[src/rtl/gpio_pkg.sv]
package gpio_pkg;
  localparam int BUS_W = 32;
  localparam int PINS_PER_WORD = 8;
  localparam int MAX_CTL = 2;

  typedef enum logic [1:0] {
    RD_NONE = 2'd0,
    RD_CTL0 = 2'd1,
    RD_CTL1 = 2'd2,
    RD_DATA = 2'd3
  } rdSel_e;

  typedef struct packed {
    logic [MAX_CTL-1:0] wrCtl;
    logic               wrData;
    rdSel_e             rdSel;
  } strobe_t;
endpackage

[src/rtl/gpio_ctrl.sv]
module gpio_ctrl
  import gpio_pkg::*;
#(
  parameter int NUM_PINS = 16,
  parameter int ADDR_W   = 4
) (
  input  logic              clk,
  input  logic              rstN,
  input  logic [ADDR_W-1:0] busAddr,
  input  logic              busWrEn,
  output strobe_t           strb
);
  localparam int NUM_CTL  = (NUM_PINS > PINS_PER_WORD) ? 2 : 1;
  localparam int DATA_OFF = NUM_CTL * 4;

  logic isCtl0, isCtl1, isData;

  always_comb begin
    isCtl0 = (busAddr == ADDR_W'(0));
    isCtl1 = (NUM_CTL == 2) && (busAddr == ADDR_W'(4));
    isData = (busAddr == ADDR_W'(DATA_OFF));

    strb.wrCtl  = {busWrEn & isCtl1, busWrEn & isCtl0};
    strb.wrData = busWrEn & isData;
    if (isCtl0)      strb.rdSel = RD_CTL0;
    else if (isCtl1) strb.rdSel = RD_CTL1;
    else if (isData) strb.rdSel = RD_DATA;
    else             strb.rdSel = RD_NONE;
  end


  one_strobe_chk: assert property (@(posedge clk) disable iff (!rstN)
    $onehot0({strb.wrCtl, strb.wrData}));


  unmapped_write_chk: assert property (@(posedge clk) disable iff (!rstN)
    (busWrEn && (busAddr[1:0] != 2'b00 || busAddr > ADDR_W'(DATA_OFF)))
      |-> (strb.wrCtl == '0 && !strb.wrData));
endmodule

[src/rtl/gpio_datapath.sv]
module gpio_datapath
  import gpio_pkg::*;
#(
  parameter int NUM_PINS = 16,
  parameter int MODE_W   = 4
) (
  input  logic                           clk,
  input  logic                           rstN,
  input  strobe_t                        strb,
  input  logic [BUS_W-1:0]               busWrData,
  output logic [BUS_W-1:0]               busRdData,
  input  logic [NUM_PINS-1:0]            padIn,
  output logic [NUM_PINS-1:0]            padOut,
  output logic [NUM_PINS-1:0]            padOe,
  input  logic [NUM_PINS*(2**MODE_W-2)-1:0] altOut,
  input  logic [NUM_PINS*(2**MODE_W-2)-1:0] altOe,
  output logic [NUM_PINS-1:0]            altIn
);
  localparam int NUM_ALT = 2**MODE_W - 2;
  localparam int SEL_W   = $clog2(NUM_ALT);

  logic [MODE_W-1:0]   modeReg [NUM_PINS];
  logic [NUM_PINS-1:0] dataReg;
  logic [NUM_PINS-1:0] syncQ1, syncQ2;
  logic [NUM_PINS-1:0] rdBits;
  logic [BUS_W-1:0]    ctlWord [MAX_CTL];

  always_ff @(posedge clk or negedge rstN) begin
    if (!rstN) begin
      syncQ1 <= '0;
      syncQ2 <= '0;
    end else begin
      syncQ1 <= padIn;
      syncQ2 <= syncQ1;
    end
  end

  always_ff @(posedge clk or negedge rstN) begin
    if (!rstN)            dataReg <= '0;
    else if (strb.wrData) dataReg <= busWrData[NUM_PINS-1:0];
  end

  assign altIn = syncQ2;

  for (genvar n = 0; n < NUM_PINS; n++) begin : g_pin
    localparam int WORD = n / PINS_PER_WORD;
    localparam int FLD  = n % PINS_PER_WORD;
    logic [NUM_ALT-1:0] pinAltOut, pinAltOe;
    logic [SEL_W-1:0]   altSel;
    logic               isIn, isOut;

    always_ff @(posedge clk or negedge rstN) begin
      if (!rstN)                 modeReg[n] <= '0;
      else if (strb.wrCtl[WORD]) modeReg[n] <= busWrData[MODE_W*FLD +: MODE_W];
    end

    always_comb begin
      pinAltOut = altOut[n*NUM_ALT +: NUM_ALT];
      pinAltOe  = altOe[n*NUM_ALT +: NUM_ALT];
      altSel    = SEL_W'(modeReg[n] - MODE_W'(2));
      isIn      = (modeReg[n] == MODE_W'(0));
      isOut     = (modeReg[n] == MODE_W'(1));
      if (isIn) begin
        padOut[n] = 1'b0;
        padOe[n]  = 1'b0;
      end else if (isOut) begin
        padOut[n] = dataReg[n];
        padOe[n]  = 1'b1;
      end else begin
        padOut[n] = pinAltOut[altSel];
        padOe[n]  = pinAltOe[altSel];
      end
      rdBits[n] = isOut ? dataReg[n] : syncQ2[n];
    end


    input_no_drive_chk: assert property (@(posedge clk) disable iff (!rstN)
      (modeReg[n] == MODE_W'(0)) |-> !padOe[n]);


    output_drive_chk: assert property (@(posedge clk) disable iff (!rstN)
      (modeReg[n] == MODE_W'(1)) |-> (padOe[n] && padOut[n] == dataReg[n]));


    data_write_chk: assert property (@(posedge clk) disable iff (!rstN)
      strb.wrData |=> (dataReg[n] == $past(busWrData[n])));


    sync_stage_chk: assert property (@(posedge clk) disable iff (!rstN)
      altIn[n] == $past(syncQ1[n]));
  end

  always_comb begin
    for (int w = 0; w < MAX_CTL; w++) begin
      ctlWord[w] = '0;
      for (int f = 0; f < PINS_PER_WORD; f++) begin
        if (w * PINS_PER_WORD + f < NUM_PINS)
          ctlWord[w][MODE_W*f +: MODE_W] = modeReg[w * PINS_PER_WORD + f];
      end
    end
    case (strb.rdSel)
      RD_CTL0: busRdData = ctlWord[0];
      RD_CTL1: busRdData = ctlWord[1];
      RD_DATA: busRdData = BUS_W'(rdBits);
      default: busRdData = '0;
    endcase
  end
endmodule

[src/rtl/gpio_bank.sv]
module gpio_bank
  import gpio_pkg::*;
#(
  parameter int NUM_PINS = 16,
  parameter int MODE_W   = 4,
  parameter int ADDR_W   = 4
) (
  input  logic                              clk,
  input  logic                              rstN,
  input  logic [ADDR_W-1:0]                 busAddr,
  input  logic                              busWrEn,
  input  logic [31:0]                       busWrData,
  output logic [31:0]                       busRdData,
  input  logic [NUM_PINS-1:0]               padIn,
  output logic [NUM_PINS-1:0]               padOut,
  output logic [NUM_PINS-1:0]               padOe,
  input  logic [NUM_PINS*(2**MODE_W-2)-1:0] altOut,
  input  logic [NUM_PINS*(2**MODE_W-2)-1:0] altOe,
  output logic [NUM_PINS-1:0]               altIn
);
  strobe_t strb;

  gpio_ctrl #(.NUM_PINS(NUM_PINS), .ADDR_W(ADDR_W)) u_ctrl (
    .clk(clk), .rstN(rstN), .busAddr(busAddr), .busWrEn(busWrEn), .strb(strb)
  );

  gpio_datapath #(.NUM_PINS(NUM_PINS), .MODE_W(MODE_W)) u_dp (
    .clk(clk), .rstN(rstN), .strb(strb), .busWrData(busWrData),
    .busRdData(busRdData), .padIn(padIn), .padOut(padOut), .padOe(padOe),
    .altOut(altOut), .altOe(altOe), .altIn(altIn)
  );
endmodule

[config.mk]
export PLATFORM = sky130hd
export DESIGN_NAME = gpio_bank
export DESIGN_NICKNAME = d
export VERILOG_FILES = /design/src/rtl/gpio_pkg.sv /design/src/rtl/gpio_ctrl.sv /design/src/rtl/gpio_datapath.sv /design/src/rtl/gpio_bank.sv
export SDC_FILE = /design/constraint.sdc
export NUM_CORES = 1
export LEC_CHECK = 0
export BUFFER_PORTS_ARGS = -buffer_cell sky130_fd_sc_hd__buf_2
export CAP_MARGIN = 20
export CORE_AREA = 2 2 227 229
export DETAILED_ROUTE_END_ITERATION = 8
export DIE_AREA = 0 0 229 231
export HOLD_SLACK_MARGIN = 0.06
export PLACE_DENSITY_LB_ADDON = 0.1
export RECOVER_POWER = 50
export SLEW_MARGIN = 20
export SYNTH_ARGS = -nofsm -noshare
export SYNTH_HDL_FRONTEND = slang
export SYNTH_SLANG_ARGS = --single-unit
export TNS_END_PERCENT = 20
[constraint.sdc]
create_clock -name clk -period 5.4 [get_ports clk]
set_input_delay 0 -clock clk [delete_from_list [all_inputs] [get_ports clk]]
set_output_delay 0 -clock clk [all_outputs]
set_load 0.02 [all_outputs]
Yosys cells after proc, flatten, opt, wreduce, memory -nomap -nowiden
Cells that the tools add are included.
{ "word_totals": {"in_bits": 503, "wordCells": 240, "ff_bits": 112, "out_inout_bits": 80} }
{ "classes": {"bitwise": 3, "n_addsub": 16, "reduce_logical": 17, "order_cmp": 16, "n_eq_ne": 21, "mux": 148} }
{ "op_table": {"columns": ["operator", "count"], "rows": [
  ["binary-select mux 1 bit (select 4 bit)", 32],
  ["2-to-1 mux 1 bit", 112],
  ["one-hot mux 32 bit (3 select lines)", 1],
  ["< comparator 4 x 5 -> 1 bit (second input constant)", 16],
  ["logical NOT 4 bit", 17],
  ["equality test 4 x 1 -> 1 bit (second input constant)", 16],
  ["subtractor 4 x 2 -> 4 bit (second input constant)", 16],
  ["2-to-1 mux 2 bit", 3],
  ["equality test 2 bit (second input constant)", 2],
  ["equality test 4 x 3 -> 1 bit (second input constant)", 1],
  ["equality test 4 bit (second input constant)", 1],
  ["AND 1 bit", 3],
  ["equality test 2 x 1 -> 1 bit (second input constant)", 1]
]} }

Logic depth before layout (Yosys ltp)
Gate-level depths: netlist (run 1).
{ "logic_depth": {"ltp_word": 6, "ltp_mapped": 8, "mapped_depth_nobuf": 6} }

Modules after synthesis
A second synthesis (run 1) with hierarchy kept.
{ "unflattened": {"cells_unflattened": 815, "area_unflattened_um2": 9449.1} }
{ "modules_own_cells": {"columns": ["mod", "seq_area_each_um2", "area_per_inst_um2", "n_inst", "cells_per_inst"], "rows": [
  ["gpio_datapath", 2802.7, 9397.8, 1, 808],
  ["gpio_ctrl", 0.0, 51.3, 1, 7]
]} }

Worst setup path after synthesis (run 1)
OpenSTA, ideal clock, no wires.
{ "synth_timing": {"path_type": "register to output", "startpoint": "register u_dp.modeReg (netlist bit u_dp.ctlWord[37])", "endpoint": "output padOe[1]", "arrival_ns": 2.304, "path_slack_ns": 3.096, "stages_incl_launch_ff": 9, "path_cell_list": "dfrtp_1 -> clkbuf_1 -> inv_1 -> ha_1 -> clkbuf_1 -> mux4_2 -> a211o_1 -> o21ai_0 -> nor4_1"} }
{ "synth_between": {"elab_chain_len": 5} }
{ "synth_lines": {"columns": ["element", "line_no", "text"], "rows": [
  ["from (decl)", "gpio_datapath.sv:22", "logic [MODE_W-1:0] modeReg [NUM_PINS];"],
  ["from (signal, indexed assignment)", "gpio_datapath.sv:54", "else if (strb.wrCtl[WORD]) modeReg[n] <= busWrData[MODE_W*FLD +: MODE_W];"],
  ["subtractor 4 x 2 -> 4 bit", "gpio_datapath.sv:60", "altSel = SEL_W'(modeReg[n] - MODE_W'(2));"],
  ["binary-select mux 1 bit (select 4 bit)", "gpio_datapath.sv:71", "padOe[n] = pinAltOe[altSel];"],
  ["2-to-1 mux 1 bit (implied by the code)", "gpio_datapath.sv:71", null],
  ["2-to-1 mux 1 bit", "gpio_datapath.sv:66", "end else if (isOut) begin"],
  ["2-to-1 mux 1 bit (*)", "gpio_datapath.sv:63", "if (isIn) begin"],
  ["to (decl)", "gpio_bank.sv:16", "output logic [NUM_PINS-1:0] padOe,"]
]} }
Every way passes the cells marked *; elsewhere a longest branch is shown, timed or not. The select of a mux whose other input is x is not followed.

Worst setup path after layout (run 1)
{ "layout_timing": {"startpoint": "input busAddr[3]", "endpoint": "register u_dp.modeReg (netlist bit u_dp.ctlWord[37])"} }
{ "layout_between": {"elab_chain_len": 2} }
{ "layout_lines": {"columns": ["element", "line_no", "text"], "rows": [
  ["from (decl)", "gpio_bank.sv:10", "input logic [ADDR_W-1:0] busAddr,"],
  ["logical NOT 4 bit", "gpio_ctrl.sv:19", "isCtl0 = (busAddr == ADDR_W'(0));"],
  ["AND 1 bit", "gpio_ctrl.sv:23", "strb.wrCtl = {busWrEn & isCtl1, busWrEn & isCtl0};"]
]} }
No other way between the ends.
A chain may end at the register's enable or synchronous reset.

==> impl_metrics.tcl, run 1 <==
set metrics [dict create \
    avgViaCountPerCell 4.53 \
    cts_setup_buffers 0 \
    place_ws_ps 2880 \
    dp_cells 2024 \
    max_freq_ghz 0.300 \
    synth_top_family_by_area "multiplexers" \
    synthTopCellsByCount "112 x dfrtp_1, 102 x mux2_2, 91 x mux4_2" \
    netlist_area_sq_mm 0.00938 \
    synth_cell_types 53 \
    finalSetupTns_ps 0 \
    p_leak_nw 6.23 \
    cp_data_required_time_ps 5670 \
    ctsRootBufferMaster "clkbuf_16" \
    ant_nets 0 \
    syn_area_per_cell_sq_um 11.4 \
    firstDrtPassIters 5 \
    async_reset_ff_frac 1.00 \
    final-setup-viol-count 0 \
    syn2layout_area_growth_pct 45.3 \
    p_per_area_mw_per_mm2 325 \
    pwr-share-clk 0.162 \
    seq_area_frac_synth 0.299 \
    grt_usage 0.154 \
    finalCritPeriodShare 0.617 \
    crit_fanout 33 \
    nets 1924 \
    synth_compound_area_frac 0.123 \
    grt_pass1_vias 9970 \
    design.core.area_sq_mm 0.0507 \
    p_sw_mw 1.84 \
    syn_nets 1339 \
    finalHoldViolCount 0 \
    cts_hold_repair.buffers 49 \
    skew_ps 4.91 \
    synth-edff-count 0 \
    dieArea_sq_mm 0.0529 \
    grt_pass1_wl_um 61600 \
    hp-class "primary input to asynchronous set/reset pin" \
    die_w_um 229 \
    drive_above_1_share 0.561 \
    wirelength_um 41400 \
    ir_drop_uv 161 \
    switching_share 0.415 \
    row_count 83 \
    dp_hpwl_um 33300 \
    drc 0 \
    drt_iter0_drc 355 \
    rsz0062_at_grt "no" \
    sequentialPowerShare 0.310 \
    vias 9469 \
    ys_seq_elements 112 \
    internal-power_mw 2.59 \
    fin_ws_ps 2070 \
    synth.area.top_cells "dfrtp_1 30%, mux4_2 22%, mux2_2 12%" \
    critPathLaunchType "primary input" \
    synthFlopType "dfrtp_1" \
    cts_tree "yes" \
    synth.area.mux_share 0.390 \
    htreeDepth 3 \
    min_period_ps 3330 \
    pin_count 583 \
    synth_warnings 0 \
    relSlewSlack -0.626 \
    clk_pin_slew_worst_paths_ps 80 \
    final_util 0.269 \
    synth_cells 820 \
    initial_core_util 0.185 \
    synth_largest_area_cell "dfrtp_1" \
    cp_data_arrival_time_ps 3600 \
    stdcell_count 2092 \
    worst-setup-path-type "primary input to flip-flop" \
    hold_slack_ps 158 \
    synthSimpleGateAreaFrac 0.108 \
    outcome "complete, but fails checks" \
    tightest_slew_ps 2440 \
    drv_cap 1 \
    numCtsBuffers 9 \
    cts_buffer_depth 2 \
    die_h_um 231 \
    synthMostInstantiatedCell "dfrtp_1" \
    drv_slew 34 \
    violations "max-capacitance violations, max-slew violations" \
    antenna_found_initial 4 \
    post_cts_resized 0 \
    wire_per_inst_um 19.8 \
    place_congestion 0.830 \
    p_comb_frac 0.528 \
    grt_max_degree 58 \
    cp-end-kind "flip-flop" \
    synthAdderAreaFrac 0.0213 \
    insertion_delay_ps 380 \
    synth-xor-area-share 0.00654 \
    synth_top_area_share 0.299 \
    portBuffers 582 \
    clkSinkCount 112 \
    grt-ovfl-total 0 \
]
## layout make-up
class	count	area [sq um]
clock buffers	11	243
fillers	5565	37100
well taps	680	851
flip-flops and latches	112	2800
inverters	41	154
diodes	2	5.00
clock inverters	5	56.3
repair buffers	636	3430
multi-input cells	605	6090
## critical path: stages
cell and delay [ps]:
buf_2 140, nor4_4 260, clkbuf_1 1760, nand2_4 870, mux2_1 550
## sequential cells by signal, indices dropped and copies added (netlist names)
register and flops:
u_dp.dataReg 16, u_dp.altIn 16, u_dp.syncQ1 16, u_dp.ctlWord 64
## per-stage QoR
stage               instance area, sq um  total power [mW]
floorplan                           9380              2.98
global placement                   12800              3.74
detailed placement                 12800              3.74
CTS                                13600              4.54
global route                       13600              4.79
finish                             13600              4.43
## layout by cell type, fill, tap and decap left out, drive strengths merged, types with 7 or more instances in the layout
cell type,count
a211oi,11
or3,10
nor3,27
or2,9
dlygate4sd3,49
dfrtp,112
o21ai,29
a21oi,37
clkbuf,42
nor2b,11
nor2,17
a211o,7
ha,16
inv,41
and2,8
nand3,9
o22ai,10
mux4,96
and3,12
buf,556
nor4,11
a22o,21
a22oi,25
nand2,49
mux2i,29
mux2,105
## path summary, 6_finish.rpt
path	start	end	slack (ps)	depth (start not counted)
worst max-delay path	busAddr[3]	u_dp.ctlWord[37]	2070	5
max in group asynchronous	rstN	u_dp.ctlWord[42]	3990	3
worst min-delay path	rstN	u_dp.syncQ1[13]	160	2
worst min register to register	u_dp.syncQ1[14]	u_dp.altIn[14]	350	0
worst max register to register	u_dp.ctlWord[36]	u_dp.ctlWord[36]	4170	1
min in group clk	padIn[11]	u_dp.syncQ1[11]	260	2
## routing by layer
| layer | share of wire | vias to the layer above | routed length (um) | GRT usage |
|---|---|---|---|---|
| li1 | - | 4399 | - | - |
| met1 | 0.43 | 4720 | 17900 | 0.196 |
| met2 | 0.50 | 327 | 20900 | 0.268 |
| met3 | 0.052 | 23 | 2170 | 0.0345 |
| met4 | 0.0094 | 0 | 389 | 0.0310 |
| met5 | 0 | - | 0 | 0 |
## cell families (layout without fill, tap and decap cells)
group                      count (synthesis)  after routing
AOI/OAI and AO/OA                        168            168
xor gates and xnor gates                   7              7
adders and majority gates                 16             16
buffers and inverters                    103            693
DFF                                      112            112
muxes                                    230            230
other                                      0              2
and+or+nand+nor                          184            184
## power groups by stage
stage | combinational (mW) | clock (mW) | sequential, mW
final | 2.34 | 0.716 | 1.38
after global routing | 2.56 | 0.801 | 1.43
after CTS | 2.38 | 0.773 | 1.39
after detailed placement | 2.34 | 0 | 1.41
after global placement | 2.34 | 0 | 1.40
after floorplan | 1.86 | 0 | 1.12
Note: power is estimated with default switching activity, not from simulation.
==> inputs of run 2 (changes only) <==
- ABC_AREA: default -> 1
- CORE_AREA: 2 2 227 229 -> 2 2 229 231
- DIE_AREA: 0 0 229 231 -> 0 0 231 233
- clock period: 5.4 -> 3.1 ns (I/O delays scaled with it)
==> run 2 against run 1 <==
  * The run now ends clean
  * Critical path depth rose by 4
  * Global-route usage rose by 3.2 points
  * Synthesized cell count rose by 110%
  * Setup slack got worse by 1600 ps
  * Clock skew fell by 3.1 ps
  * Clock power rose by 65%
  * First-iteration DRC count rose by 57%
  * Final area rose by 5.3%
  * Critical endpoint is now busRdData[4]
  * Largest cell class unchanged
  * Largest power group unchanged
  * Highest routed layer is now met5
==> impl_metrics.tcl, run 2 <==
set metrics [dict create \
    seq_area_frac_synth 0.278 \
    seqCellArea_sq_mm 0.00280 \
    grt_pass1_wl_um 77200 \
    drv_slew 0 \
    max_stage_delay_ps 670 \
    row_count 83 \
    dp_hpwl_um 42700 \
    finalCritPeriodShare 0.861 \
    die_w_um 231 \
    tightest_slew_ps 1480 \
    ctsRootBufferMaster "clkbuf_16" \
    critPathLaunchType "flip-flop" \
    dieArea_sq_mm 0.0538 \
    mostFrequentLayoutCells "650 x nand2_1, 565 x buf_2, 266 x inv_1" \
    syn_area_per_cell_sq_um 5.88 \
    grt_usage 0.186 \
    cp_data_required_time_ps 3100 \
    rsz0062_at_grt "no" \
    post_cts_resized 0 \
    syn2layout_area_growth_pct 42.4 \
    cts_setup_buffers 0 \
    p_per_area_mw_per_mm2 525 \
    largest_reg_flops 64 \
    multi_input_area_sq_mm 0.00598 \
    design.core.area_sq_mm 0.0511 \
    max_freq_ghz 0.375 \
    avgViaCountPerCell 4.40 \
    sequentialPowerShare 0.277 \
    cp_data_arrival_time_ps 2670 \
    pin_count 583 \
    insertion_delay_ps 360 \
    ys_seq_elements 112 \
    cp.buffers_inverters 3 \
    ant_nets 0 \
    mostFrequentLayoutCell "nand2_1" \
    power_mw 7.54 \
    die_h_um 233 \
    cts_tree "yes" \
    p_sw_mw 3.72 \
    nFillCells 5996 \
    internal-power_mw 3.82 \
    vias 13200 \
    crit_top_cell "nand2_1" \
    synth_cell_types 28 \
    synth-edff-count 0 \
    p_comb_frac 0.567 \
    grt_pass1_vias 13500 \
    grt_max_degree 65 \
    nets 2820 \
    drt_iter0_drc 556 \
    grt-ovfl-total 0 \
    crit_fanout 13 \
    synth_top_area_share 0.278 \
    relSlewSlack 0.0135 \
    drive_above_1_share 0.274 \
    clkSinkCount 112 \
    syn_nets 2234 \
    firstDrtPassIters 5 \
    crit_chain "inv_2, nor2_1, and3_1, inv_1, nand2_1, nand2_1, nand2_1, o221ai_1, buf_2" \
    final_util 0.281 \
    final-setup-viol-count 0 \
    min_period_ps 2670 \
    cts_buffer_depth 2 \
    synthTopCellsByCount "651 x nand2_1, 266 x inv_1, 157 x nand3_1" \
    slowest_stage "dfrtp_1" \
    cp-end-kind "output pin" \
    clk_pin_slew_worst_paths_ps 80 \
    finalHoldViolCount 0 \
    async_reset_ff_frac 1.00 \
    switching_share 0.494 \
    skew_ps 1.82 \
    synth_warnings 0 \
    cp_top_family "simple AND/OR/NAND/NOR gates" \
    portBuffers 582 \
    synth.area.top_cells "dfrtp_1 28%, nand2_1 24%, inv_1 9.9%" \
    place_congestion 0.913 \
    drc 0 \
    hp-class "primary input to flip-flop" \
    synthFlopType "dfrtp_1" \
    p_leak_nw 8.25 \
    numCtsBuffers 9 \
    htreeDepth 3 \
    pwr-share-clk 0.156 \
    worst-setup-path-type "flip-flop to output pin" \
    ir_drop_uv 265 \
    wire_per_inst_um 17.3 \
    synth_cells 1715 \
    finalSetupTns_ps 0 \
    initial_core_util 0.197 \
    antenna_found_initial 4 \
    synth_largest_area_cell "dfrtp_1" \
    netlist_area_sq_mm 0.0101 \
    outcome "completed" \
    drv_cap 0 \
    synthMostInstantiatedCell "nand2_1" \
    wirelength_um 51800 \
]
## run 2: changes by cell type after synthesis, sizes merged, moves of 26 or more
cell / before / now
a21oi: 37 / 63
mux2i: 29 / 0
nor3: 27 / 0
o211ai: 0 / 31
mux4: 96 / 0
inv: 41 / 272
nand2: 49 / 652
nand3: 9 / 158
nor2: 17 / 101
o21ai: 29 / 133
mux2: 105 / 0
## run 2: worst paths after layout
check / end / cells after the start / slack, ps / from
min: u_dp.dataReg[15] / 3 / 60 / busWrData[15]
min reg2reg: u_dp.altIn[12] / 0 / 350 / u_dp.syncQ1[12]
max reg2reg: u_dp.ctlWord[48] / 2 / 2120 / u_dp.ctlWord[48]
max: busRdData[4] / 9 / 430 / u_dp.ctlWord[48]
min in group asynchronous: u_dp.altIn[11] / 2 / 500 / rstN
max in group asynchronous: u_dp.dataReg[7] / 3 / 880 / rstN
## run 2: cell type report
type / count / area share
Sequential cell: 112 / 0.195
Clock inverter: 7 / 0.00366
Antenna cell: 2 / 0.000349
Timing Repair Buffer: 636 / 0.238
Inverter: 272 / 0.0711
Multi-Input combinational cell: 1270 / 0.416
Tap cell: 680 / 0.0593
Clock buffer: 9 / 0.0157
## run 2: repair_timing
| item | in CTS | in global routing |
|---|---|---|
| hold endpoints to repair | 148 | 0 |
| hold buffers | 48 | 0 |
| setup endpoints to repair | 0 | 0 |
## run 2: worst min-delay path: cells and delay by family
kind	cells	cell delay, ps
AOI/OAI and AO/OA	1	170
buffers and inverters	2	230
## run 2: cell families (layout without fill, tap and decap cells)
family / Yosys count / in the layout / synth area share
compound gates: 276 / 276 / 0.163
xor+xnor: 16 / 16 / 0.0139
fa+ha+maj: 16 / 16 / 0.0199
buf+inv: 333 / 924 / 0.132
flops: 112 / 112 / 0.278
other cells: 0 / 2 / 0
simple gates: 962 / 962 / 0.394
## run 2: layer usage
layer / up-vias / share of wire / wire length (um) / global-route usage
li1: 6615 / - / - / -
met1: 6120 / 0.43 / 22400 / 0.230
met3: 43 / 0.052 / 2720 / 0.0336
met2: 379 / 0.50 / 25900 / 0.337
met4: 4 / 0.014 / 746 / 0.0369
met5: - / 0.00052 / 27 / 0
## run 2: power by group through the flow
stage	Clock [mW]	Combinational, mW	Sequential [mW]
after detailed placement	0	4.25	2.12
after CTS	1.24	4.32	2.09
final	1.18	4.27	2.09
after global routing	1.29	4.85	2.14
after floorplan	0	3.01	1.86
after global placement	0	4.26	2.12
## run 2: metrics by stage
stage                     setup slack, ps  area (sq um)  hold slack, ps  cells
final                                 432         14400            64.5   2988
after global routing                  241         14300            95.3   2987
after CTS                             462         14400            63.7   2986
after detailed placement              875         13600            1.60   2922
after global placement                881         13600           -3.03   2922
after floorplan                      1410         10100            -296   1715
==> inputs of run 3 (changes only) <==
- SYNTH_HIERARCHICAL: default -> 1
==> run 3 against run 2 <==
  * The run now ends with max-capacitance violations, max-slew violations left
  * Wire length up 0.78%
  * Combinational power up 15%
  * Count of clock-buffer cells in the layout up 1
  * Final area is 0.27% higher
  * Critical endpoint is now busRdData[14]
  * Critical path depth is 1 lower
==> impl_metrics.tcl, run 3 <==
set metrics [dict create \
    initial_core_util 0.197 \
    skew_ps 1.52 \
    grt_pass1_vias 13400 \
    drc 0 \
    hp-class "primary input to flip-flop" \
    cp_top_family "simple AND/OR/NAND/NOR gates" \
    die_h_um 233 \
    finalSetupTns_ps 0 \
    slowest_stage "dfrtp_1" \
    synth_cells 1700 \
    p_leak_nw 8.07 \
    rr_worst_depth 2 \
    worst-setup-path-type "flip-flop to output pin" \
    grt-ovfl-total 0 \
    ys_seq_elements 112 \
    finalCritPeriodShare 0.818 \
    drt-met1-wl_um 22500 \
    clk_pin_slew_worst_paths_ps 80 \
    cts_setup_buffers 0 \
    p_per_area_mw_per_mm2 577 \
    clkSinkCount 112 \
    place_ws_ps 892 \
    nFillCells 5952 \
    cts_hold_repair.buffers 49 \
    synth_cell_types 30 \
    crit_end "busRdData[14]" \
    synth_warnings 6 \
    syn_nets 2219 \
    wirelength_um 52200 \
    drv_cap 2 \
    place_congestion 0.912 \
    crit_top_cell "a21oi_1" \
    synthMostInstantiatedCell "nand2_1" \
    fin_ws_ps 566 \
    final-setup-viol-count 0 \
    cp.buffers_inverters 2 \
    wl_met2_um 26200 \
    relSlewSlack -0.513 \
    mostFrequentLayoutCells "656 x nand2_1, 565 x buf_2, 223 x inv_1" \
    synthFlopType "dfrtp_1" \
    cp-end-kind "output pin" \
    seq_area_frac_synth 0.279 \
    drt_iter0_drc 570 \
    dr.max_layer_used "met5" \
    max_freq_ghz 0.395 \
    drive_above_1_share 0.290 \
    numCtsBuffers 9 \
    seqCellArea_sq_mm 0.00280 \
    grt_pass1_wl_um 78100 \
    cts_buffer_depth 2 \
    ctsRootBufferMaster "clkbuf_16" \
    syn_area_per_cell_sq_um 5.92 \
    grt_max_degree 58 \
    r2r-start "u_dp/ctlWord[4]" \
    max_stage_delay_ps 640 \
    wire_per_inst_um 17.5 \
    synth_largest_area_cell "dfrtp_1" \
    antenna_found_initial 19 \
    crit_fanout 14 \
    cp_num_cells 8 \
    avgViaCountPerCell 4.43 \
    synth_top_area_share 0.279 \
    insertion_delay_ps 360 \
    cts_tree "yes" \
    outcome "complete, but fails checks" \
    largest_reg_flops 64 \
    firstDrtPassIters 5 \
    post_cts_resized 0 \
    grt_usage 0.188 \
    syn2layout_area_growth_pct 43.0 \
    min_period_ps 2530 \
    finalHoldViolCount 0 \
    tightest_slew_ps 2260 \
    dp_hpwl_um 43600 \
    ant_nets 0 \
    cp_data_arrival_time_ps 2530 \
    drv_slew 88 \
    die_w_um 231 \
    design.core.area_sq_mm 0.0511 \
    rr_endpoint "u_dp/ctlWord[4]" \
    multi_input_area_sq_mm 0.00605 \
    rrSetupSlack_ps 1760 \
    async_reset_ff_frac 1.00 \
    vias 13200 \
    dieArea_sq_mm 0.0538 \
    dr_wl_met3_um 2960 \
    pin_count 583 \
    critPathLaunchType "flip-flop" \
    row_count 83 \
    mostFrequentLayoutCell "nand2_1" \
    violations "max-capacitance violations, max-slew violations" \
    crit_chain "inv_2, nor2_2, nand3_1, nand2_1, a21oi_1, a21oi_1, o21ai_0, buf_2" \
    rsz0062_at_grt "no" \
    critPathLaunch "u_dp/ctlWord[24]" \
    place_area_sq_mm 0.0136 \
    portBuffers 582 \
    netlist_area_sq_mm 0.0101 \
    final_cell_area_sq_mm 0.0144 \
    synth.area.top_cells "dfrtp_1 28%, nand2_1 25%, inv_1 8.3%" \
    nets 2807 \
    htreeDepth 3 \
    ir_drop_uv 246 \
    synthTopCellsByCount "657 x nand2_1, 223 x inv_1, 156 x nand3_1" \
    cp_data_required_time_ps 3100 \
    synth-edff-count 0 \
]
## run 3: changes by cell type after synthesis, moves of 10 or more
cell	delta
o21ai_2	-16
mux2_2	+16
nor2_2	+22
o21ai_0	-10
o21ai_1	+14
inv_1	-43
inv_2	+18
nor2_1	-11
## run 3: cell families after synthesis
logic type / after synthesis / share of synthesized area
AND/OR/NAND/NOR: 977 / 0.403
buffers and inverters: 306 / 0.121
AO/OA/AOI/OAI: 257 / 0.146
flip-flops: 112 / 0.279
XOR/XNOR: 16 / 0.0139
multiplexers: 16 / 0.0179
adder cells (fa/ha/maj): 16 / 0.0199
## run 3: stage by stage
step / std cells / hold WS, ps / total power, mW / util
3_5_place_dp: 2908 / 11.7 / 7.11 / 0.267
4_1_cts: 2973 / 169 / 8.45 / 0.282
2_1_floorplan: 1700 / -296 / 5.37 / -
5_1_grt: 2977 / 285 / 9.13 / 0.281
3_3_place_gp: 2908 / 10.3 / 7.14 / 0.267
6_report: 2980 / 248 / 8.31 / 0.282
## run 3: worst min path at each step
stage,to,start,cells after the start
after floorplan,u_dp/altIn[0],rstN,0
after global placement,u_dp/syncQ1[12],rstN,1
after detailed placement,u_dp/syncQ1[12],rstN,1
after CTS,u_dp/syncQ1[12],rstN,2
after global routing,u_dp/syncQ1[14],padIn[14],2
final,u_dp/ctlWord[34],busAddr[3],6
## run 3: area by class of cell
type,count,area share
Inverter,247,0.0644
Multi-Input combinational cell,1282,0.420
Sequential cell,112,0.195
Clock buffer,10,0.0159
Tap cell,680,0.0591
Antenna cell,7,0.00122
Timing Repair Buffer,636,0.239
Clock inverter,6,0.00487
## run 3: power breakdown
| part | switching (mW) | total, mW | internal (mW) |
|---|---|---|---|
| clock | 0.596 | 1.23 | 0.634 |
| sequential | 0.424 | 2.15 | 1.73 |
| combinational | 3.16 | 4.93 | 1.77 |
| total | 4.18 | 8.31 | 4.13 |
## run 3: metal layers
layer,vias up,global-route usage
met4,12,0.0232
met2,380,0.340
met5,-,0
li1,6598,-
met3,40,0.0380
met1,6186,0.234
## run 3: worst min-delay path: stages
cell     delay, ps
buf_2          100
nor2_1          40
nand2_1        110
nor2_4         150
nand2_1         90
o21ai_0         60
